### src/rtl/aml_pkg.sv
package aml_pkg;

    localparam int SAMPLE_W   = 16;
    localparam int QUAD_W     = 32;
    localparam int LABEL_LSB  = 24;
    localparam int SAMPLE_LSB = 8;

    typedef enum logic [1:0] {
        FMT_PCM  = 2'd0,
        FMT_COMP = 2'd1,
        FMT_RAW  = 2'd2,
        FMT_RSVD = 2'd3
    } fmt_e;

    typedef struct packed {
        logic       blk_start;
        logic       first_sub;
        logic       parity;
        logic       cs;
        logic [1:0] zero;
    } label_t;

    // Four-bit rate nibble sent MSB first over the rate frames.
    function automatic logic [3:0] rate_nibble(input logic [2:0] rate);
        case (rate)
            3'd0:    return 4'hC;
            3'd2:    return 4'h4;
            default: return 4'h0;
        endcase
    endfunction

    function automatic logic cs_for_frame(input int frame, input fmt_e fmt,
                                          input logic [3:0] nib, input int rate_first);
        if (frame == 1)
            return (fmt == FMT_COMP);
        else if (frame >= rate_first && frame < rate_first + 4)
            return nib[3 - (frame - rate_first)];
        else
            return 1'b0;
    endfunction

endpackage

### src/rtl/aml_position.sv
module aml_position #(
    parameter int FRAMES = 192,
    localparam int FW = $clog2(FRAMES)
) (
    input  logic          clk,
    input  logic          rst,
    input  logic          adv,
    output logic          sub,
    output logic [FW-1:0] frame
);
    localparam logic [FW-1:0] LAST = FW'(FRAMES - 1);

    always_ff @(posedge clk) begin
        if (rst) begin
            sub   <= 1'b0;
            frame <= '0;
        end else if (adv) begin
            sub <= ~sub;
            if (sub)
                frame <= (frame == LAST) ? '0 : frame + 1'b1;
        end
    end

    p_frame_range_r6: assert property (@(posedge clk) disable iff (rst)
        frame <= LAST);

    p_frame_step_r6: assert property (@(posedge clk) disable iff (rst)
        (adv && sub) |=> (frame == (($past(frame) == LAST) ? '0 : $past(frame) + 1'b1)));

    p_sub_toggle_r3: assert property (@(posedge clk) disable iff (rst)
        adv |=> (sub != $past(sub)));

    p_idle_hold_r11: assert property (@(posedge clk) disable iff (rst)
        !adv |=> ($stable(frame) && $stable(sub)));

endmodule

### src/rtl/aml_label.sv
module aml_label
    import aml_pkg::*;
#(
    parameter int FRAMES     = 192,
    parameter int RATE_FIRST = 24,
    localparam int FW = $clog2(FRAMES)
) (
    input  logic [FW-1:0]       frame,
    input  logic                sub,
    input  fmt_e                fmt,
    input  logic [2:0]          rate,
    input  logic [SAMPLE_W-1:0] bytes_le,
    output logic [QUAD_W-1:0]   quad
);
    logic [SAMPLE_W-1:0] placed;
    logic                cs;
    label_t              lbl;

    always_comb begin
        placed = {bytes_le[15:8], bytes_le[7:0]};
        cs     = cs_for_frame(int'(frame), fmt, rate_nibble(rate), RATE_FIRST);
        if (fmt == FMT_RAW) begin
            lbl = '0;
        end else begin
            lbl.blk_start = (frame == '0) && !sub;
            lbl.first_sub = !sub;
            lbl.parity    = (^placed) ^ cs;
            lbl.cs        = cs;
            lbl.zero      = 2'b00;
        end
        quad = '0;
        quad[LABEL_LSB+7:LABEL_LSB+2] = {2'b00, lbl.blk_start, lbl.first_sub, lbl.parity, lbl.cs};
        quad[LABEL_LSB+1:LABEL_LSB]   = lbl.zero;
        quad[SAMPLE_LSB+SAMPLE_W-1:SAMPLE_LSB] = placed;
    end

endmodule

### src/rtl/aml_gen.sv
module aml_gen
    import aml_pkg::*;
#(
    parameter int FRAMES     = 192,
    parameter int RATE_FIRST = 24
) (
    input  logic        clk,
    input  logic        rst,
    input  logic        in_valid,
    input  logic [15:0] in_bytes,
    input  logic [1:0]  in_fmt,
    input  logic [2:0]  in_rate,
    output logic        out_valid,
    output logic [31:0] out_quad
);
    localparam int FW = $clog2(FRAMES);

    logic          sub;
    logic [FW-1:0] frame;
    logic [31:0]   quad_c;
    fmt_e          fmt;

    assign fmt = fmt_e'(in_fmt);

    aml_position #(.FRAMES(FRAMES)) u_pos (
        .clk   (clk),
        .rst   (rst),
        .adv   (in_valid),
        .sub   (sub),
        .frame (frame)
    );

    aml_label #(.FRAMES(FRAMES), .RATE_FIRST(RATE_FIRST)) u_lbl (
        .frame    (frame),
        .sub      (sub),
        .fmt      (fmt),
        .rate     (in_rate),
        .bytes_le (in_bytes),
        .quad     (quad_c)
    );

    always_ff @(posedge clk) begin
        if (rst) begin
            out_valid <= 1'b0;
            out_quad  <= '0;
        end else begin
            out_valid <= in_valid;
            if (in_valid)
                out_quad <= quad_c;
        end
    end

    p_raw_empty_r9: assert property (@(posedge clk) disable iff (rst)
        (in_valid && fmt == FMT_RAW) |=> (out_quad[31:24] == 8'h00));

    p_parity_r4: assert property (@(posedge clk) disable iff (rst)
        (in_valid && fmt != FMT_RAW) |=> (out_quad[27] == ((^out_quad[23:8]) ^ out_quad[26])));

    p_blk_first_r2: assert property (@(posedge clk) disable iff (rst)
        (out_valid && out_quad[29]) |-> out_quad[28]);

    p_low_label_r8: assert property (@(posedge clk) disable iff (rst)
        out_valid |-> (out_quad[25:24] == 2'b00 && out_quad[7:0] == 8'h00));

    p_latency_r11: assert property (@(posedge clk) disable iff (rst)
        in_valid |=> out_valid);

    p_reset_idle_r10: assert property (@(posedge clk)
        rst |=> !out_valid);

endmodule

### config.mk
export PLATFORM = sky130hd
export DESIGN_NAME = aml_gen
export DESIGN_NICKNAME = d
export VERILOG_FILES = /design/src/rtl/aml_pkg.sv /design/src/rtl/aml_position.sv /design/src/rtl/aml_label.sv /design/src/rtl/aml_gen.sv
export SDC_FILE = /design/constraint.sdc
export NUM_CORES = 1
export LEC_CHECK = 0
export CAP_MARGIN = 20
export CORE_UTILIZATION = 30
export CTS_BUF_LIST = sky130_fd_sc_hd__clkbuf_4 sky130_fd_sc_hd__clkbuf_8
export CTS_CLUSTER_DIAMETER = 120
export CTS_CLUSTER_SIZE = 40
export DETAILED_ROUTE_END_ITERATION = 12
export DONT_BUFFER_PORTS = 1
export GPL_TIMING_DRIVEN = 0
export HOLD_SLACK_MARGIN = 0.12
export PLACE_DENSITY = 0.42
export SKIP_LAST_GASP = 1
export SLEW_MARGIN = 20
export SYNTH_ARGS = -nofsm -noshare
export SYNTH_HDL_FRONTEND = slang
export SYNTH_SLANG_ARGS = --single-unit
export TNS_END_PERCENT = 100
### constraint.sdc
create_clock -name clk -period 4.7 [get_ports clk]
set_clock_uncertainty 0.2 [all_clocks]
set_input_delay 0.235 -clock clk [delete_from_list [all_inputs] [get_ports clk]]
set_output_delay 0.235 -clock clk [all_outputs]
set_load 0.01 [all_outputs]
# After elaboration in Yosys (flattened, before gate mapping)
# Index checks and enable logic that the tools add are counted.
classes:
  addsub: 3
  mul: 0
  n_div: 0
  order_cmp: 3
  n_eq_ne: 5
  shifts: 0
  mux: 8
  bitwise: 2
  n_reduce_logical: 7
ops:
  columns: ["operator", "count"]
  rows:
  - ["less-than comparator 32 x 4 -> 1 bit (second input constant)", 1]
  - ["subtractor 3 x 32 -> 32 bit (first input constant)", 1]
  - ["XOR reduction 16 bit", 1]
  - ["subtractor 8 x 5 -> 9 bit (second input constant)", 1]
  - ["adder 8 x 1 -> 8 bit (second input constant)", 1]
  - ["== test 8 x 2 -> 1 bit (second input constant)", 1]
  - ["== test 8 bit (second input constant)", 1]
  - [">= comparator 8 x 5 -> 1 bit (second input constant)", 1]
  - ["logical NOT 8 bit", 1]
  - ["less-than comparator 8 x 5 -> 1 bit (second input constant)", 1]
  - ["2-to-1 mux 8 bit", 1]
  - ["one-hot mux 4 bit (2 select lines)", 1]
  - ["2-to-1 mux 6 bit", 1]
  - ["2-to-1 mux 1 bit", 4]
  - ["== test 3 x 2 -> 1 bit (second input constant)", 1]
  - ["logical NOT 3 bit", 1]
  - ["binary-select mux 1 bit (select 2 bit)", 1]
  - ["== test 2 x 1 -> 1 bit (second input constant)", 1]
  - ["== test 2 bit (second input constant)", 1]
  - ["logical AND 1 bit", 2]
  - ["AND reduction 2 bit", 1]
  - ["logical NOT 1 bit", 1]
  - ["inverter 1 bit", 1]
  - ["bitwise XOR 1 bit", 1]
word_totals:
  regBits: 32
  latch_bits: 0
  mem_bits_rw: 0
  romBits: 0
  inputBits: 24
  output_inout_bits: 33
  word_cells: 32
  memories: 0

# Longest topological paths before layout
# Gate-level depths: netlist of run 1.
logic_depth:
  ltp_word: 9
  depth_mapped: 6
  depth_no_buf: 6

# Modules after synthesis
# Synthesis of run 1 repeated with hierarchy kept, for this count alone.
hier_totals:
  cells_unflattened: 213
  hier_area_um2: 2103.3
modules_own_cells:
  columns: ["module", "n_inst", "cells_per_inst", "area_each_um2", "seq_area_each_um2"]
  rows:
  - ["aml_gen", 1, 106, 1202.4, 660.6]
  - ["aml_position", 1, 50, 452.9, 180.2]
  - ["aml_label", 1, 57, 447.9, 0.0]

# Worst setup path after synthesis of run 1
# No wires, ideal clock.
synth_path:
  kind: "register to register"
  startpoint: "register u_pos.frame[2]"
  endpoint: "register out_quad[27]"
  setup_time_ns: 0.088
  t_arrival_ns: 1.579
  required_ns: 4.412
  path_slack_ns: 2.833
  stages_incl_launch_ff: 6
  n_path_buf: 0
  synth_period_minus_slack_ns: 1.867
  cell_sequence: "dfxtp_1 -> nand4bb_1 -> a2111o_1 -> a21boi_2 -> xnor3_1 -> o32ai_2"
synth_between:
  elab_chain_cells: 6
  word_cells_on_any_way: 8
  cone_classes: "order compare: 2; eq/ne: 1; mux: 3; bitwise: 1; reduce/logical: 1"
synth_rtl:
  columns: ["element", "line", "text"]
  rows:
  - ["start: declaration", "aml_position.sv:9", "output logic [FW-1:0] frame"]
  - ["start signal: assignment", "aml_position.sv:20", "frame <= (frame == LAST) ? '0 : frame + 1'b1;"]
  - [">= comparator 8 x 5 -> 1 bit or less-than comparator 8 x 5 -> 1 bit (tied branches)", "aml_pkg.sv:36", "else if (frame >= rate_first && frame < rate_first + 4)"]
  - ["logical AND 1 bit", "aml_pkg.sv:36", null]
  - ["2-to-1 mux 1 bit", "aml_pkg.sv:36", null]
  - ["2-to-1 mux 1 bit *", "aml_pkg.sv:34", "if (frame == 1)"]
  - ["bitwise XOR 1 bit *", "aml_label.sv:27", "lbl.parity = (^placed) ^ cs;"]
  - ["2-to-1 mux 6 bit *", "aml_label.sv:22", "if (fmt == FMT_RAW) begin"]
  - ["end signal: assignment", "aml_gen.sv:49", "out_quad <= quad_c;"]
  - ["end: declaration", "aml_gen.sv:14", "output logic [31:0] out_quad"]
# Every way passes the cells marked *; elsewhere a longest branch is shown, timed or not.
# A chain may end at the register's enable or synchronous reset.

# Worst setup path in the final report of run 1
layout_path:
  startpoint: "register u_pos.frame[4]"
  endpoint: "register out_quad[27]"
# Same word-level chain as after synthesis.

==> metrics, run 1 <==
outcome=finished with violations; failing checks=DRC; initial DRC count=24; Final min period=2040 ps; GRT overflow=0; DR WL/cell=12.6 µm; Vias=1074; commonest cells after routing, fill and taps aside=nor2_1 (30), dfxtp_1 (30), mux2i_1 (18); CTS buffer count=5; Critical Path Fanout Max=6; Root Buffer Master=clkbuf_8; r2r setup slk=2660 ps; synthesized cell area=1440 µm²; CP Capture Type=flop; register area share after synthesis=41.6%; via/cell ratio=4.49; final instance area=1800 µm²; CTS tree=yes; GR Util met2=20.5%; Setup Viol. Count Final=0; port bufs=0; Crit path required time=4690 ps; CTS H-tree lvls=2; Slew @ Worst Pin=501 ps; area delta synth->final=25.0%; synthesis-stage register bit count=30; fin util=40.3%; share of layout cells above drive strength 1=13.4%; Final Cycle Share=43.5%; VDD IR max=184 µV; GP Congestion=0.700; grt met1 use=13.9%; first-pass GRT wire length=4730 µm; final hold violations=0; Internal Pwr Total=0.000436 W; met3 Track Usage GR=5.06%; RSZ-0062 raised after global routing=false; initial core utilization=32.2%; vias in the first global route=1083; Die Footprint=5090 µm²; Post-Place Cell Area=1550 µm²; CP Launch Type=flop; fmax=489 MHz; Yosys cell types=29; Hold Path Class=input pin to flop; combinational power share=16.4%; Sw Share=25.4%; total wire length=3010 µm; # DRC=4; IO Pins=57; Reg clk slew, reported paths=60 ps; HPWL after DPL=2160 µm; Worst Reg-to-Reg Cells=5; antenna viol nets, final=0; Die Y=71.3 µm; Crit Path Category=flop to flop; Fin Setup TNS=0 ps; post-CTS sizing=0; Syn Area/Cell=9.49 µm²; GRT Util Overall=12.3%; clock share of power=34.8%; largest net degree at the start of global routing=11; Initial DRT Pass Iterations=8; Max Root-Sink Buffers=2; Arr. time, crit path=2040 ps; hold depth=4; clk sinks=30; Slew Limit Headroom=66.6%; sequential share of power=48.7%; initial antenna violation count=0; Core Rows=24; pins over their slew limit=0; core area=4470 µm²; Worst-Skew Late Latency=280 ps; Nets=214; Post-Synthesis Cells=152; Ys Warns=0; P_leak=0.779 nW; switching power=0.000148 W; ANT cells=0; number of max-cap violations=0; Die W=71.3 µm; most used routing layer in global routing=met2; Cell Pwr Density=324 nW/µm²
[state kept, by name, indices dropped and copies added, names as in the netlist]
register and flops:
u_pos.frame 8, out_valid 1, u_pos.sub 1, out_quad 20
[through the flow]
step	hold WS, ps	worst slack, ps	instances	total power [W]
floorplan	182	2830	163	0.000362
global placement	186	2690	215	0.000374
detailed placement	199	2650	215	0.000375
CTS	136	2640	239	0.000592
global route	184	2550	239	0.000613
finish	141	2660	239	0.000585
[path summary, 6_finish.rpt]
path / endpoint / from
min reg2reg: out_quad[29] / out_quad[29]
max: out_quad[27] / u_pos.frame[4]
max reg2reg: out_quad[27] / u_pos.frame[4]
min: out_quad[26] / in_rate[2]
[kinds of logic (layout without fill, tap and decap cells)]
group                    count (synthesis)  in the layout  synth area share (%)
AND/OR/NAND/NOR                         48             48                  15.0
AO/OA/AOI/OAI                            8              8                  4.68
adder cells (fa/ha/maj)                  3              3                  2.60
XOR/XNOR                                22             22                  14.3
multiplexers                            18             18                  12.5
other                                    1             12                 0.260
buffers and inverters                   22             46                  9.02
flip-flops                              30             30                  41.6
[power groups by stage]
stage	combinational [W]	sequential [W]	clock, W
2_1_floorplan	0.0000746	0.000287	0
3_3_place_gp	0.0000832	0.000291	0
3_5_place_dp	0.0000849	0.000291	0
4_1_cts	0.0000965	0.000285	0.000210
5_1_grt	0.000105	0.000286	0.000222
6_report	0.0000960	0.000285	0.000204
[cells in the mapped netlist]
| cell type | instances | area (µm²) |
|---|---|---|
| conb_1 | 1 | 3.75 |
| and3_2 | 1 | 7.51 |
| nor3_1 | 2 | 10.0 |
| nand3_1 | 1 | 5.00 |
| a2111o_1 | 1 | 11.3 |
| nand4_1 | 3 | 18.8 |
| xor2_1 | 6 | 52.6 |
| and2_0 | 1 | 6.26 |
| nand4bb_1 | 1 | 11.3 |
| ha_1 | 3 | 37.5 |
| dfxtp_1 | 30 | 601 |
| xnor3_1 | 1 | 22.5 |
| o32ai_2 | 1 | 16.3 |
| or2b_1 | 1 | 7.51 |
| a31o_2 | 1 | 8.76 |
| o21ai_0 | 1 | 5.00 |
| buf_2 | 2 | 10.0 |
| nand2b_1 | 1 | 6.26 |
| buf_4 | 12 | 90.1 |
| clkbuf_1 | 2 | 7.51 |
| xnor2_1 | 15 | 131 |
| buf_1 | 1 | 3.75 |
| mux2i_1 | 18 | 180 |
| a21boi_2 | 1 | 11.3 |
| inv_1 | 5 | 18.8 |
| a21oi_1 | 3 | 15.0 |
| and3_1 | 2 | 12.5 |
| nor2_1 | 30 | 113 |
| nand2_1 | 5 | 18.8 |
[area by class of cell]
type / count / area [µm²]
clock buffers: 7 / 83.8
well taps: 52 / 65.1
plain buffers: 17 / 111
inverters: 5 / 18.8
multi-input cells: 111 / 753
flip-flops and latches: 30 / 601
fillers: 471 / 2670
repair buffers: 17 / 170
[layer usage]
| metal | share of wire, % | up-vias |
|---|---|---|
| met5 | 0 | - |
| met4 | 1.6 | 0 |
| met3 | 10 | 6 |
| met2 | 46 | 50 |
| met1 | 42 | 477 |
| li1 | - | 541 |
[timing repair]
item                                   4_1_cts  5_1_grt
endpoints found under the hold margin       18        0
hold buffers                                17        0
setup buffers                                0        0
[worst max-delay path, cell delays in order (launching register included)]
cell and delay [ps]:
dfxtp_1 450, nand4bb_1 130, a2111o_1 400, a21boi_2 170, xnor3_1 420, o32ai_2 190
Note: power is estimated with default switching activity, not from simulation.
==> run 2, diff against run 1 <==
==> constraint.sdc (replaced) <==
create_clock -name clk -period 2 [get_ports clk]
set_clock_uncertainty 0.2 [all_clocks]
set_input_delay 0.1 -clock clk [delete_from_list [all_inputs] [get_ports clk]]
set_output_delay 0.1 -clock clk [all_outputs]
set_load 0.01 [all_outputs]
==> run 2 against run 1 <==
  * The run still ends with DRC left
  * First-iteration DRC count grew 38%
  * Die area is the same
  * Final cell count grew 5.9%
  * Final area grew 7.9%
  * Combinational power grew to 2.8 times the previous value
  * Sequential share of layout area shrank 2.3 points
  * Worst hold slack gained 15 ps
  * Critical path type is now input pin to flop
  * Largest cell class unchanged
==> metrics, run 2 (synthesis gave the netlist of run 1 again) <==
Core Rows=24 (unchanged); Critical R2R Launch=u_pos.frame[2]; Root Buffer Master=clkbuf_8; Initial DRT Pass Iterations=9 (+1); final hold violations=0 (unchanged); share of layout cells above drive strength 1=13.4% (+0.064 points); area delta synth->final=34.9%; failing checks=DRC; Crit path required time=1950 ps (-2740 ps); Top Registers=out_quad (20), u_pos.frame (8); initial DRC count=33 (+38%); IO Pins=57 (unchanged); register area=603 µm² (+0.42%); Final Cycle Share=94.8%; post-placement cell count=215 (unchanged); GP Congestion=0.700 (unchanged); most common cell after layout, fill and taps aside=dlygate4sd3_1; ANT cells=0 (unchanged); antenna viol nets, final=0 (unchanged); Power Total=0.00141 W (+140%); # Post-CTS Setup Buffers=0 (unchanged); Critical path origin=in_valid; Worst-Skew Late Latency=270 ps (about the same); port bufs=0 (unchanged); Nets=228 (+6.5%); Die Footprint=5090 µm² (unchanged); first-pass GRT wire length=4990 µm (+5.5%); clk sinks=30 (unchanged); # DRC=4 (unchanged); CTS H-tree lvls=2 (unchanged); max reg flops=20 (unchanged); Setup Viol. Count Final=0 (unchanged); outcome=finished with violations; via/cell ratio=4.51 (+0.27%); HPWL after DPL=2160 µm (unchanged); Max Root-Sink Buffers=2 (unchanged); fin util=43.5% (+3.2 points); CTS buffer count=5 (unchanged); Fill cells=453 (-3.8%); DR WL/cell=12.4 µm (-1.6%); Slew @ Worst Pin=500 ps (-0.477 ps); GRT overflow=0 (unchanged); core area=4470 µm² (unchanged); P_leak=0.832 nW (+6.9%); Cell Pwr Density=725 nW/µm² (+120%); Die W=71.3 µm (unchanged); Reg clk slew, reported paths=60 ps (about the same); Critical Path Fanout Max=10 (+4); number of max-cap violations=0 (unchanged); Final min period=1900 ps; VDD IR max=434 µV (+140%); fmax=528 MHz; initial core utilization=32.2% (unchanged); pins over their slew limit=0 (unchanged); Die Y=71.3 µm (unchanged); GRT Util Overall=13.0% (+0.66 points); Slew Limit Headroom=66.6% (about the same); CTS tree=yes; HP Start=in_rate[0]; initial antenna violation count=0 (unchanged); largest net degree at the start of global routing=11 (unchanged); Post-Place Cell Area=1550 µm² (unchanged); Crit Path Category=input pin to flop; multi-input combinational cell area=753 µm² (unchanged); Hold Path Class=input pin to flop; CP Launch Type=input pin; final instance area=1950 µm² (+7.9%); total wire length=3130 µm (+4.1%); Vias=1140 (+6.1%); Arr. time, crit path=1840 ps (-200 ps); CP Capture Type=flop; final std cells w/o fill=253 (+5.9%); Most flops, register=out_quad; vias in the first global route=1159 (+7.0%); RSZ-0062 raised after global routing=false; commonest cells after routing, fill and taps aside=dlygate4sd3_1 (31), nor2_1 (30), dfxtp_1 (28)
run 2: metrics by stage:
step	worst slack [ps]	TNS (ps)	hold WS, ps
5_1_grt	27.1	0	218
3_5_place_dp	-45.4	-45.4	63.8
2_1_floorplan	133	0	47.2
3_3_place_gp	-9.21	-9.21	50.6
4_1_cts	119	0	154
6_report	104	0	156
run 2: layout make-up:
cell class / count / area share, %
Multi-Input combinational cell: 111 / 38.7
Timing Repair Buffer: 31 / 15.9
Sequential cell: 30 / 31.0
Buffer: 17 / 5.72
Inverter: 5 / 0.965
Tap cell: 52 / 3.34
Clock buffer: 7 / 4.31
run 2: final timing paths:
check                           cells past startpoint  slack (ps)            to
worst max register to register                      5         170  out_quad[27]
worst min register to register                      2         300  out_quad[29]
worst min-delay path                                5         160  out_quad[26]
worst max-delay path                                5         100  out_quad[10]
run 2: what timing repair did:
| action | CTS | global route |
|---|---|---|
| hold buffers | 31 | 0 |
| gates resized for setup | 2 | 0 |
| endpoints found under the setup margin | 1 | 0 |
| hold endpoints to repair | 27 | 0 |
run 2: worst max-delay path, stage by stage:
cell	delay, ps
dlygate4sd3_1	590
buf_2	310
mux2i_1	220
dlygate4sd3_1	580
nor2_1	40
run 2: report_power, final:
group | switching, W | internal (W) | leakage, nW
Sequential | 0.0000391 | 0.000631 | 0.247
Combinational | 0.000103 | 0.000162 | 0.540
Clock | 0.000209 | 0.000266 | 0.0452
Total | 0.000351 | 0.00106 | 0.832
run 2: metal layers:
layer	track usage, %	vias to the layer above	share of wire, %
met5	0	-	0
li1	-	568	-
met4	5.33	0	1.5
met2	22.4	55	47
met3	5.06	6	9.4
met1	14.2	511	42
==> run 3, diff against run 2 <==
--- a/config.mk
+++ b/config.mk
@@ -6,6 +6,7 @@
 export NUM_CORES = 1
 export LEC_CHECK = 0
 export CAP_MARGIN = 20
+export CORE_ASPECT_RATIO = 0.5
 export CORE_UTILIZATION = 30
 export CTS_BUF_LIST = sky130_fd_sc_hd__clkbuf_4 sky130_fd_sc_hd__clkbuf_8
 export CTS_CLUSTER_DIAMETER = 120
@@ -19,5 +20,6 @@
 export SLEW_MARGIN = 20
 export SYNTH_ARGS = -nofsm -noshare
 export SYNTH_HDL_FRONTEND = slang
+export SYNTH_HIERARCHICAL = 1
 export SYNTH_SLANG_ARGS = --single-unit
 export TNS_END_PERCENT = 100
==> run 3 against run 2 <==
  * The run now ends clean
  * Area after synthesis increased by 46%
  * Register-to-register slack got worse by 60 ps
  * Sequential cell count increased by 12
  * Clock power increased by 24%
  * Sequential share of layout area increased by 1.8 points
  * Synthesized cell count increased by 40%
  * Global-route usage decreased by 0.77 points
  * Die area increased by 45%
  * Clock-buffer cell count unchanged
  * Via count increased by 27%
  * Critical path depth decreased by 1
==> metrics, run 3 <==
Worst-Skew Late Latency=300 ps (+30 ps); Critical Path Fanout Max=5 (-5); count leader, synth=dfxtp_1; initial core utilization=31.3% (-0.97 points); CP Capture Type=flop; register area share after synthesis=40.0% (-1.7 points); Final Cycle Share=94.3% (-0.50 points); post-synthesis xor/xnor area fraction=8.51% (-5.8 points); fmax=530 MHz (+0.54%); RSZ-0062 raised after global routing=false; Synth top cells by count=dfxtp_1 (42), nor2_1 (36), mux2i_1 (32); # DRC=0 (-4); core area=6730 µm² (+50%); synthesis-stage register bit count=42 (+40%); port bufs=0 (unchanged); Crit path required time=1970 ps (+20 ps); Die W=120 µm (+69%); Root Buffer Master=clkbuf_8; fin util=38.3% (-5.2 points); ANT cells=0 (unchanged); Max Root-Sink Buffers=2 (unchanged); Final Worst Setup Slack=114 ps (+10.1 ps); Post-Synthesis Cells=213 (+40%); Initial DRT Pass Iterations=8 (-1); area delta synth->final=22.4%; Slew Limit Headroom=57.9% (-8.7 points); CTS buffer count=5 (unchanged); Reg clk slew, reported paths=80 ps (+20 ps); Syn Area/Cell=9.87 µm² (+4.0%); IO Pins=57 (unchanged); GP Congestion=0.762 (+8.9%); Compound-Gate Fraction of Synth Area=4.28% (-0.40 points); clk sinks=42 (+40%); GRT overflow=0 (unchanged); CTS H-tree lvls=2 (unchanged); synthesized cell area=2100 µm² (+46%); Nets=277 (+21%); worst hold margin=131 ps (-25.4 ps); outcome=finished clean; Placement Setup Slack=59.6 ps (+105 ps); # Post-CTS Setup Buffers=0 (unchanged); Cell Pwr Density=720 nW/µm² (-0.61%); vias in the first global route=1408 (+21%); Most flops, register=out_quad; first-pass GRT wire length=6650 µm (+33%); Post-synth EDFFs=0 (unchanged); post-synthesis mux area share=15.2% (+2.7 points); total wire length=4200 µm (+34%); Yosys cell types=38 (+31%); Final min period=1890 ps (-10.1 ps); share of layout cells above drive strength 1=22.1% (+8.7 points); GRT Util Overall=12.2% (-0.77 points); Core Rows=21 (-13%); VDD IR max=279 µV (-36%); max reg flops=32 (+60%); initial antenna violation count=0 (unchanged); Die Y=61.2 µm (-14%); largest net degree at the start of global routing=13 (+2); Top Registers=out_quad (32), u_pos/frame (8); antenna viol nets, final=0 (unchanged); main combinational cell family by area after synthesis=buffers and inverters; Fin Setup TNS=0 ps (unchanged); initial DRC count=52 (+58%); Arr. time, crit path=1850 ps (about the same); pins over their slew limit=0 (unchanged); top cells by area, synth=dfxtp_1 (40%), mux2i_1 (15%), buf_4 (10%); leading area contributor after synthesis=dfxtp_1; via/cell ratio=4.21 (-6.7%); Die Footprint=7370 µm² (+45%); post-synth top area share=40.0% (-1.7 points); Post-Synth Simple-Gate Area=15.3% (+0.34 points); HPWL after DPL=2910 µm (+35%); DR WL/cell=12.2 µm (-1.6%); CTS tree=yes; final hold violations=0 (unchanged); Crit Path Category=flop to flop; Slew @ Worst Pin=623 ps (+123 ps); CP Launch Type=flop; Setup Viol. Count Final=0 (unchanged); Ys Warns=6 (+6); main flop type after synthesis=dfxtp_1; commonest cells after routing, fill and taps aside=dfxtp_1 (40), nor2_1 (36), mux2i_1 (32); Vias=1451 (+27%); Hold Path Class=input pin to flop; asr flop ratio synth=0% (unchanged); P_leak=1.12 nW (+35%); most common cell after layout, fill and taps aside=dfxtp_1; Post-Synth Adder-Cell Area=0.595% (-2.0 points); number of max-cap violations=0 (unchanged)
-- run 3: final cells by class --
class                   count  area [µm²]
fillers                   709        4150
plain buffers              38         319
flip-flops and latches     42         843
repair buffers             21         210
clock inverters             1        5.00
inverters                   4        15.0
clock buffers               7        90.1
multi-input cells         140         976
well taps                  92         115
-- run 3: what timing repair did --
item / in CTS / in global routing
gates resized for setup: 0 / 3
endpoints found under the setup margin: 0 / 4
hold buffers: 21 / 0
endpoints found under the hold margin: 42 / 0
-- run 3: path summary, 6_finish.rpt --
path	from	to	slack, ps	depth (start not counted)
min	in_fmt[0]	out_quad[26]	130	6
max reg2reg	u_pos/frame[1]	u_pos/frame[0]	110	4
min reg2reg	u_pos/frame[5]	u_pos/frame[5]	330	2
max	u_pos/frame[1]	u_pos/frame[0]	110	4
-- run 3: worst max-delay path, stage by stage, from the launching register on --
cell	delay [ps]
dfxtp_1	440
ha_1	250
nand4_2	150
o41ai_1	610
nor2_1	100
-- run 3: through the flow --
| step | power, W | instance area, µm² | instances |
|---|---|---|---|
| after global routing | 0.00197 | 2570 | 345 |
| after CTS | 0.00189 | 2560 | 345 |
| after global placement | 0.00125 | 2260 | 316 |
| after detailed placement | 0.00125 | 2260 | 316 |
| final | 0.00185 | 2570 | 345 |
| after floorplan | 0.00120 | 2140 | 224 |
-- run 3: report_power, final --
group	switching [W]	leakage (nW)	total [W]	internal [W]
Clock	0.000299	0.0517	0.000592	0.000292
Sequential	0.0000546	0.346	0.000939	0.000884
Combinational	0.000130	0.725	0.000324	0.000194
Total	0.000484	1.12	0.00185	0.00137
-- run 3: logic make-up after synthesis --
kind of cell               after synthesis
adders and majority gates                1
buffers and inverters                   42
muxes                                   32
AOI/OAI and AO/OA                       15
xor gates and xnor gates                18
and+or+nand+nor                         62
other                                    1
DFF                                     42
-- run 3: layer usage --
metal,track usage (%),routed length (µm),vias up
li1,-,-,749
met1,14.1,2020,669
met2,20.4,1960,31
met3,5.37,199,2
met4,5.29,22,0
met5,0,0,-
